## src/rtl/rr_pkg.sv

```systemverilog
// Shared definitions for the retention-binned refresh scheduler.
// Assumes the three retention classes are in ratio 1:2:4 of the base round.
package rr_pkg;
    localparam int ROUND_W = 2;   // rounds counted modulo 4 (256/64)

    typedef enum logic [0:0] {BIN_FAST = 1'b0, BIN_MID = 1'b1} bin_e;

    // Decide whether a row is due in a round from its filter membership.
    function automatic logic row_due(input logic [ROUND_W-1:0] round,
                                     input logic in_fast, input logic in_mid);
        if (in_fast)     return 1'b1;
        else if (in_mid) return (round[0] == 1'b0);
        else             return (round == '0);
    endfunction
endpackage

```

## src/rtl/rr_hash.sv

```systemverilog
// Two Bloom hash indices for a row address.
// h0 XOR-folds the address into IDX_W bits; h1 is h0 bit-reversed and salted.
// Purely combinational; assumes ROW_W >= 1.
module rr_hash #(
    parameter int ROW_W = 8,
    parameter int IDX_W = 10,
    parameter logic [IDX_W-1:0] SALT = 10'h155
) (
    input  logic [ROW_W-1:0] row_i,
    output logic [IDX_W-1:0] h0_o,
    output logic [IDX_W-1:0] h1_o
);
    localparam int CHUNKS = (ROW_W + IDX_W - 1) / IDX_W;
    localparam int PAD_W  = CHUNKS * IDX_W;

    logic [PAD_W-1:0] padded;

    // Fold the zero-extended address chunk by chunk.
    always_comb begin
        padded = '0;
        padded[ROW_W-1:0] = row_i;
        h0_o = '0;
        for (int c = 0; c < CHUNKS; c++) begin
            h0_o = h0_o ^ padded[c*IDX_W +: IDX_W];
        end
    end

    // Second index: reverse bit order of the first, then salt.
    always_comb begin
        for (int i = 0; i < IDX_W; i++) begin
            h1_o[i] = h0_o[IDX_W-1-i] ^ SALT[i];
        end
    end
endmodule

```

## src/rtl/rr_bloom.sv

```systemverilog
// One Bloom filter bit vector of 2**IDX_W bits.
// Insert sets two indexed bits; lookup reports a hit when both are set.
// Clear has priority over insert. Assumes indices are already hashed.
module rr_bloom #(
    parameter int IDX_W = 10
) (
    input  logic             clk,
    input  logic             rst_n,
    input  logic             clear_i,
    input  logic             set_i,
    input  logic [IDX_W-1:0] set_h0_i,
    input  logic [IDX_W-1:0] set_h1_i,
    input  logic [IDX_W-1:0] look_h0_i,
    input  logic [IDX_W-1:0] look_h1_i,
    output logic             hit_o
);
    localparam int NBITS = 1 << IDX_W;

    logic [NBITS-1:0] bits_q;

    // Filter storage: reset/clear empty it, insert sets two bits.
    always_ff @(posedge clk) begin
        if (!rst_n || clear_i) begin
            bits_q <= '0;
        end else if (set_i) begin
            bits_q[set_h0_i] <= 1'b1;
            bits_q[set_h1_i] <= 1'b1;
        end
    end

    // Membership lookup.
    always_comb hit_o = bits_q[look_h0_i] & bits_q[look_h1_i];

    // clear leaves the filter empty
    a_r8_clear_empties: assert property (@(posedge clk) disable iff (!rst_n)
        clear_i |=> (bits_q == '0));
    // an insert makes both hashed bits set
    a_r7_insert_sets: assert property (@(posedge clk) disable iff (!rst_n)
        (set_i && !clear_i) |=> (bits_q[$past(set_h0_i)] && bits_q[$past(set_h1_i)]));
endmodule

```

## src/rtl/rr_walker.sv

```systemverilog
// Row walk and request stage. Each tick without a pending request evaluates
// the current row against its class and the round, then advances.
// A pending request freezes the walk until acknowledged.
module rr_walker #(
    parameter int ROW_W = 8
) (
    input  logic                       clk,
    input  logic                       rst_n,
    input  logic                       tick_i,
    input  logic                       ack_i,
    input  logic                       in_fast_i,
    input  logic                       in_mid_i,
    output logic [ROW_W-1:0]           ptr_o,
    output logic                       req_o,
    output logic [ROW_W-1:0]           row_o
);
    import rr_pkg::*;

    logic [ROUND_W-1:0] round_q;
    logic [ROW_W-1:0]   ptr_q;
    logic               req_q;
    logic [ROW_W-1:0]   row_q;
    logic               step;

    // A row slot is consumed only when no request is outstanding.
    always_comb step = tick_i && !req_q;

    // Walk pointer and round counter.
    always_ff @(posedge clk) begin
        if (!rst_n) begin
            ptr_q   <= '0;
            round_q <= '0;
        end else if (step) begin
            ptr_q <= ptr_q + 1'b1;
            if (ptr_q == '1) round_q <= round_q + 1'b1;
        end
    end

    // Request register: set for a due row, dropped on acknowledge.
    always_ff @(posedge clk) begin
        if (!rst_n) begin
            req_q <= 1'b0;
            row_q <= '0;
        end else if (req_q) begin
            if (ack_i) req_q <= 1'b0;
        end else if (step && row_due(round_q, in_fast_i, in_mid_i)) begin
            req_q <= 1'b1;
            row_q <= ptr_q;
        end
    end

    always_comb begin
        ptr_o = ptr_q;
        req_o = req_q;
        row_o = row_q;
    end

    // an unacknowledged request stays up with the same row
    a_r9_req_held: assert property (@(posedge clk) disable iff (!rst_n)
        (req_q && !ack_i) |=> (req_q && $stable(row_q)));
    // walk does not move while a request waits
    a_r9_walk_frozen: assert property (@(posedge clk) disable iff (!rst_n)
        req_q |=> $stable(ptr_q));
    // the round advances when the walk wraps
    a_r2_round_wraps: assert property (@(posedge clk) disable iff (!rst_n)
        (step && ptr_q == '1) |=> (round_q == $past(round_q) + 1'b1));
    // a fast-class row always produces a request
    a_r3_fast_requests: assert property (@(posedge clk) disable iff (!rst_n)
        (step && in_fast_i) |=> (req_q && row_q == $past(ptr_q)));
endmodule

```

## src/rtl/retention_refresh_sched.sv

```systemverilog
// Retention-binned refresh scheduler top.
// Two Bloom filters (fast and middle class) are filled by the profiling port;
// the walker issues per-row refresh requests when the row's class is due.
// Assumes profiling completes before ticks start; inserts during the walk
// take effect from the next evaluated row.
module retention_refresh_sched #(
    parameter int ROW_W = 8,
    parameter int IDX_W = 10,
    parameter logic [IDX_W-1:0] SALT = 10'h155
) (
    input  logic             clk,
    input  logic             rst_n,
    input  logic             tick_i,
    input  logic             clear_i,
    input  logic             ins_valid_i,
    input  logic             ins_bin_i,
    input  logic [ROW_W-1:0] ins_row_i,
    output logic             ref_req_o,
    output logic [ROW_W-1:0] ref_row_o,
    input  logic             ref_ack_i
);
    import rr_pkg::*;

    localparam int NFILT = 2;

    logic [IDX_W-1:0] ins_h0, ins_h1, walk_h0, walk_h1;
    logic [ROW_W-1:0] walk_ptr;
    logic [NFILT-1:0] hit;

    rr_hash #(.ROW_W(ROW_W), .IDX_W(IDX_W), .SALT(SALT)) u_ins_hash (
        .row_i(ins_row_i), .h0_o(ins_h0), .h1_o(ins_h1));

    rr_hash #(.ROW_W(ROW_W), .IDX_W(IDX_W), .SALT(SALT)) u_walk_hash (
        .row_i(walk_ptr), .h0_o(walk_h0), .h1_o(walk_h1));

    for (genvar b = 0; b < NFILT; b++) begin : g_filt
        rr_bloom #(.IDX_W(IDX_W)) u_filt (
            .clk      (clk),
            .rst_n    (rst_n),
            .clear_i  (clear_i),
            .set_i    (ins_valid_i && (ins_bin_i == b[0])),
            .set_h0_i (ins_h0),
            .set_h1_i (ins_h1),
            .look_h0_i(walk_h0),
            .look_h1_i(walk_h1),
            .hit_o    (hit[b])
        );
    end

    rr_walker #(.ROW_W(ROW_W)) u_walker (
        .clk      (clk),
        .rst_n    (rst_n),
        .tick_i   (tick_i),
        .ack_i    (ref_ack_i),
        .in_fast_i(hit[BIN_FAST]),
        .in_mid_i (hit[BIN_MID]),
        .ptr_o    (walk_ptr),
        .req_o    (ref_req_o),
        .row_o    (ref_row_o)
    );
endmodule

```

## config.mk

```make
export PLATFORM = sky130hd
export DESIGN_NAME = retention_refresh_sched
export DESIGN_NICKNAME = d
export VERILOG_FILES = /design/src/rtl/rr_pkg.sv /design/src/rtl/rr_hash.sv /design/src/rtl/rr_bloom.sv /design/src/rtl/rr_walker.sv /design/src/rtl/retention_refresh_sched.sv
export SDC_FILE = /design/constraint.sdc
export NUM_CORES = 2
export LEC_CHECK = 0
export BUFFER_PORTS_ARGS = -buffer_cell sky130_fd_sc_hd__buf_4
export CORE_MARGIN = 2
export CORE_UTILIZATION = 55
export CTS_BUF_LIST = sky130_fd_sc_hd__clkbuf_16
export DETAILED_ROUTE_END_ITERATION = 8
export HOLD_SLACK_MARGIN = 0.08
export MAX_ROUTING_LAYER = met4
export PLACE_DENSITY_LB_ADDON = 0.08
export SKIP_LAST_GASP = 1
export SYNTH_ARGS = -nofsm -noshare
export SYNTH_HDL_FRONTEND = slang
export SYNTH_SLANG_ARGS = --single-unit
```

## constraint.sdc

```tcl
create_clock -name clk -period 8.5 [get_ports clk]
set_input_delay 1.275 -clock clk [delete_from_list [all_inputs] [get_ports clk]]
set_output_delay 1.275 -clock clk [all_outputs]
set_load 0.02 [all_outputs]
```

* After elaboration in Yosys (flattened, before gate mapping)
Index checks and enable logic that the tools add are counted.
Storage, ports and cells: word-level logic and storage cells 63, bits in read-only memories 0, memory bits (writable) 0, memories 0, register bits after elaboration 2067, bits in latches 0
Cells by class: equality and inequality tests 1, bitwise logic cells 17, multipliers 0, reductions and logical operators 12, div/mod/pow operators 0, $lt $le $gt $ge 6, shift-type cells 0, $add $sub $neg 2, muxes and demuxes 19
Operators by type and width (count):
- 1024-bit by 1022-bit bitwise OR with 1024-bit output | 2
- 1024-bit by 256-bit bitwise OR with 1024-bit output | 2
- 1-bit binary-select mux with 8-bit select | 4
- 10-bit by 11-bit < comparator with 1-bit output, second input constant | 2
- 8-bit by 11-bit < comparator with 1-bit output, second input constant | 2
- 1-bit demux with 8-bit select | 2
- 1-bit two-way mux | 13
- 1-bit inverter | 11
- 10-bit by 1-bit greater-or-equal comparator with 1-bit output, second input constant | 1
- 8-bit by 1-bit adder with 8-bit output, second input constant | 1
- 8-bit == test, second input constant | 1
- 8-bit by 1-bit greater-or-equal comparator with 1-bit output, second input constant | 1
- 1-bit logical AND | 6
- 2-bit AND reduction | 2
- 2-bit by 1-bit adder with 2-bit output, second input constant | 1
- 1-bit AND | 2
- 1-bit zero test | 2
- 2-bit zero test | 1
- 1-bit logical OR | 1

* Logic depth before layout (Yosys ltp)
word-level depth 11, gate-level depth with buffers 14, depth with buffers taken out 9

* Cells and area by module
A second synthesis with hierarchy kept.
Second synthesis, totals: cells, all modules 12766, area total of the unflattened synthesis 113009.6 sq um
By module, submodules not included:
- rr_bloom | area an instance 55922.4 sq um, cells an instance 6312, instances 2, sequential area each 20499.7 sq um
- rr_walker | area an instance 863.3 sq um, cells an instance 96, instances 1, sequential area each 380.4 sq um
- rr_hash | area an instance 142.6 sq um, cells an instance 22, instances 2, sequential area each 0.0 sq um
- retention_refresh_sched | area an instance 16.3 sq um, cells an instance 2, instances 1, sequential area each 0.0 sq um

* Worst setup path before layout
Ideal clock, no wire load.
kind register -> register, start point reg u_walker.ptr_q[7] (netlist: u_walker.ptr_o[7]), end point reg u_walker.req_q (netlist: u_walker.req_o), setup slack 5599 ps, required time 8385 ps, setup time 115 ps, cell stages (with the launch flop) 14, clock period less this slack 2901 ps, arrival 2786 ps, buffers on the path 5, path through dfxtp_1 > buf_6 > buf_4 > buf_2 > buf_2 > mux2i_1 > nor2_1 > o311ai_0 > a41oi_1 > a2111oi_2 > o32a_1 > a21boi_1 > buf_6 > o21a_1
Between the ends: longest elaborated chain between the ends 11, elaborated cells on any way between the ends 18, those cells by class mux (14); bitwise (3); reduce/logical (1)
Ends and longest elaborated chain:
- start: declaration | RTL line rr_walker.sv:20 | logic [ROW_W-1:0] ptr_q;
- start signal: assignment | RTL line rr_walker.sv:34 | ptr_q <= ptr_q + 1'b1;
- 1-bit inverter (no source line)
- 1-bit binary-select mux with 8-bit select | RTL line rr_bloom.sv:32 | always_comb hit_o = bits_q[look_h0_i] & bits_q[look_h1_i];
- 1-bit two-way mux (implied by the code) | RTL line rr_bloom.sv:32
- 1-bit AND | RTL line rr_bloom.sv:32
- 1-bit two-way mux | RTL line rr_pkg.sv:12 | else if (in_mid) return (round[0] == 1'b0);
- 1-bit two-way mux (*) | RTL line rr_pkg.sv:11 | if (in_fast) return 1'b1;
- 1-bit two-way mux (*) | RTL line rr_walker.sv:44 | end else if (req_q) begin
- 1-bit two-way mux (*) | RTL line rr_walker.sv:41 | if (!rst_n) begin
- 1-bit logical AND (*) | RTL line rr_walker.sv:46 | end else if (step && row_due(round_q, in_fast_i, in_mid_i)) begin
- 1-bit two-way mux (*) | RTL line rr_walker.sv:46
- 1-bit two-way mux (*) | RTL line rr_walker.sv:44
- end signal: assignment | RTL line rr_walker.sv:42 | req_q <= 1'b0;
- end signal: assignment | RTL line rr_walker.sv:45 | if (ack_i) req_q <= 1'b0;
- end signal: assignment | RTL line rr_walker.sv:47 | req_q <= 1'b1;
- end: declaration | RTL line rr_walker.sv:21 | logic req_q;
Every way passes the cells marked *; elsewhere a longest branch is shown, timed or not. The select of a mux whose other input is x is not followed. A chain may end at the register's enable or synchronous reset.

* Worst setup path in the final report
start point reg u_walker.ptr_q[7] (netlist: u_walker.ptr_o[7]), end point reg u_walker.row_q[5] (netlist: u_walker.row_o[5])
Between the ends: longest elaborated chain between the ends 10, elaborated cells on any way between the ends 17, those cells by class mux (12); bitwise (3); reduce/logical (2)
Ends and longest elaborated chain:
- 1-bit inverter (no source line)
- 1-bit binary-select mux with 8-bit select | RTL line rr_bloom.sv:32
- 1-bit two-way mux (implied by the code) | RTL line rr_bloom.sv:32
- 1-bit AND | RTL line rr_bloom.sv:32
- 1-bit two-way mux | RTL line rr_pkg.sv:12
- 1-bit two-way mux (*) | RTL line rr_pkg.sv:11
- 1-bit two-way mux (*) | RTL line rr_walker.sv:44
- 1-bit two-way mux (*) | RTL line rr_walker.sv:41
- 1-bit logical AND (*) | RTL line rr_walker.sv:46
- 2-bit AND reduction (no source line) (*)
- end signal: assignment | RTL line rr_walker.sv:48 | row_q <= ptr_q;
- end: declaration | RTL line rr_walker.sv:22 | logic [ROW_W-1:0] row_q;
Marks and branches as above.

==> run summary <==
Share of layout cells above drive strength 1: 11.26%
Largest net degree at the start of global routing: 216
Crit path capture type: flip-flop
Area of the multi-input gates: 0.01780 mm2
WS Path Type: flip-flop to flip-flop
Post-CTS Setup Inserts: 0
Most frequent cells in the layout: nor2_1, dfxtp_1, mux4_2
Worst setup SP type: flip-flop
Crit-path max FO: 134
Vias per cell: 6.192
Worst hold-check path type: flip-flop to flip-flop
CTS tree: built
Grt ovf: 0
Die area: 0.06995 mm2
Layout Utilization: 60.70%
Pre-Repair DR Iteration Count: 5
Initial antenna violation count: 6
EDFF count, synth: 0
Leakage power: 13.67 nW
Initial DRC count: 4,551
Max-cap violations: 0
Synth-to-Final Area Change: 9.230%
Die X: 264.5 um
Outcome: finished clean
VDD IR max: 142.5 uV
Core ar.: 0.06716 mm2
Fin cells: 5,095
Final WL: 133,600 um
Final Cycle Share: 55.50%
Worst-Margin Slew: 1.277 ns
Synth unique cells: 66
Setup TNS: 0 ns
Post-Syn Area: 0.03732 mm2
ANT nets after route: 0
Crit path cell chain: buf_12 -> mux4_2 -> nor2b_1 -> o41ai_2 -> o22ai_1 -> a2111oi_0 -> and4b_1 -> o32a_1 -> a21boi_1 -> buf_4 -> mux2i_1
Slowest CP cell: dfxtp_4
Fill count: 5,904
Clock-pin slew of the registers on the worst-case setup and hold paths: 0.06 ns
Hold endpoint: g_filt[0].u_filt.bits_q[485]
Final hold violation count: 0
Clock latency on the worst-skew pair: 0.67 ns
Share of flip-flops with an asynchronous set or reset: 0%
Largest area contributor in the netlist: dfxtp_1
Reg2Reg Setup Slack: 3.78 ns
Wirelength per Cell: 26.23 um
GP Congestion: 0.9926
# IOs: 24
# DRC: 0
Clock Sink Count: 915
Fin. max-slew vios: 0
Number of synthesized register bits: 915
Yosys Warn Count: 0
Hold_buf cts: 0
Root buffer cell: clkbuf_16
Core Rows: 95
RR Startpoint: u_walker.ptr_o[7]
Power per standard cell area: 212.6 mW/mm2
Fin nets: 4,157
First-pass GRT wire length: 193,100 um
# setup viols final: 0
Worst path max stage delay: 0.86 ns
Vias in the first global route: 28,100
Worst hold start: g_filt[0].u_filt.bits_q[485]
Max-slew headroom: 14.85%
Initial Util: 55.57%
Synthesized Nets: 4,289
Synthesized instance count: 4,272
Die height: 264.5 um
WHS Path Cells: 2
Clock skew: 0.01863 ns
Total track usage: 38.90%
Fmax: 212.0 MHz
RSZ-0062 raised after global routing: false
Synth area leaders: dfxtp_1, nor2_1, mux4_2, mux2i_1, clkbuf_1
H-Tree Depth: 3
Total CTS buffers: 95
Clock Tree Buf Depth: 3
Register area share after synthesis: 49.08%
Placed insts: 4,916
CTS resizes: 0
Critical Path AT: 5.30 ns
DR vias: 31,550
Post-DP HPWL: 87,810 um
Post-synth top flop: dfxtp_1
Fin crit period: 4.718 ns
Req. time, crit path: 9.08 ns
Power Total: 0.008667 W
R2r worst-path depth: 11
Reg2reg end: u_walker.row_o[5]
Commonest non-fill, non-tap cell in the layout: nor2_1
Register area: 0.01834 mm2
# port buffers: 23
Mapped Avg Cell Area: 8.736 um2
Top cell type's share of synthesized area: 49.08%
-- through the flow --
step                worst slack (ns)  hold slack (ns)  area, um2
detailed placement             4.043           0.4486      37760
global route                   3.710           0.4754      40760
global placement               4.031           0.4423      37760
finish                         3.782           0.4597      40760
floorplan                      5.599           0.4316      37320
CTS                            3.980           0.4617      40750
-- registers in the layout, summed over array words and instances (netlist names) --
name	cells
g_filt.u_filt.bits_q	896
u_walker.ptr_o	8
u_walker.req_o	1
u_walker.round_q	2
u_walker.row_o	8
-- cells by family (layout without fill, tap and decap cells) --
group                    Yosys count  after routing  share of synthesized area (%)
AO/OA/AOI/OAI                    161            161                          2.991
XOR/XNOR                           7              7                         0.1643
adder cells (fa/ha/maj)            2              2                        0.06704
buffers and inverters            294            240                          3.480
flip-flops                       915            915                          49.08
multiplexers                     350            350                          17.55
other                              0              4                              0
AND/OR/NAND/NOR                 2543           2543                          26.66
-- per-layer routing --
| layer | track usage (%) | vias up | share of wire (%) |
|---|---|---|---|
| met1 | 55.36 | 15300 | 41 |
| met3 | 11.73 | 346 | 14 |
| met4 | 14.70 | 0 | 4.3 |
| li1 | - | 13950 | - |
| met2 | 51.74 | 1950 | 40 |
| met5 | - | - | 0 |
-- report_power, final --
group / internal (W) / switching, W / leakage, nW / total [W]
logic: 0.0000756 / 0.000201 / 4.78 / 0.000277
clock network: 0.00230 / 0.00177 / 1.52 / 0.00407
registers: 0.00429 / 0.0000263 / 7.37 / 0.00432
-- critical path, delay by kind of cell, from the launching register on --
kind            cells  cell delay, ns
flops               1            0.86
buf+inv             2            0.84
mux                 2            0.58
compound gates      5            1.61
simple gates        2            0.41
-- final cells by class --
class,count,area share (%)
clock buffer,97,5.955
multi-input combinational,3063,43.67
antenna,4,0.02456
inverter,6,0.05525
sequential,915,45.00
tap,873,2.680
clock inverter,78,1.378
timing repair buffer,59,1.240
-- cell usage after synthesis (23+ instances only) --
library cell  count
nor2_1         2199
dfxtp_1         915
mux4_2          226
clkbuf_1        208
nor3_1          147
nand2_1         101
mux2i_1          82
buf_2            39
o21ai_0          35
mux2_2           31
nor2b_1          30
nand3_1          25
a21oi_1          23
-- worst max-delay path by stage --
stage / startpoint / end / slack [ns] / depth (start not counted)
after floorplan: u_walker.ptr_o[7] / u_walker.req_o / 5.60 / 13
after global placement: u_walker.ptr_o[7] / u_walker.row_o[7] / 4.03 / 11
after detailed placement: u_walker.ptr_o[7] / u_walker.row_o[5] / 4.04 / 11
after CTS: u_walker.ptr_o[7] / u_walker.row_o[5] / 3.98 / 11
after global routing: u_walker.ptr_o[7] / u_walker.row_o[2] / 3.71 / 11
final: u_walker.ptr_o[7] / u_walker.row_o[5] / 3.78 / 11
Power figures use the tool's default switching activity.
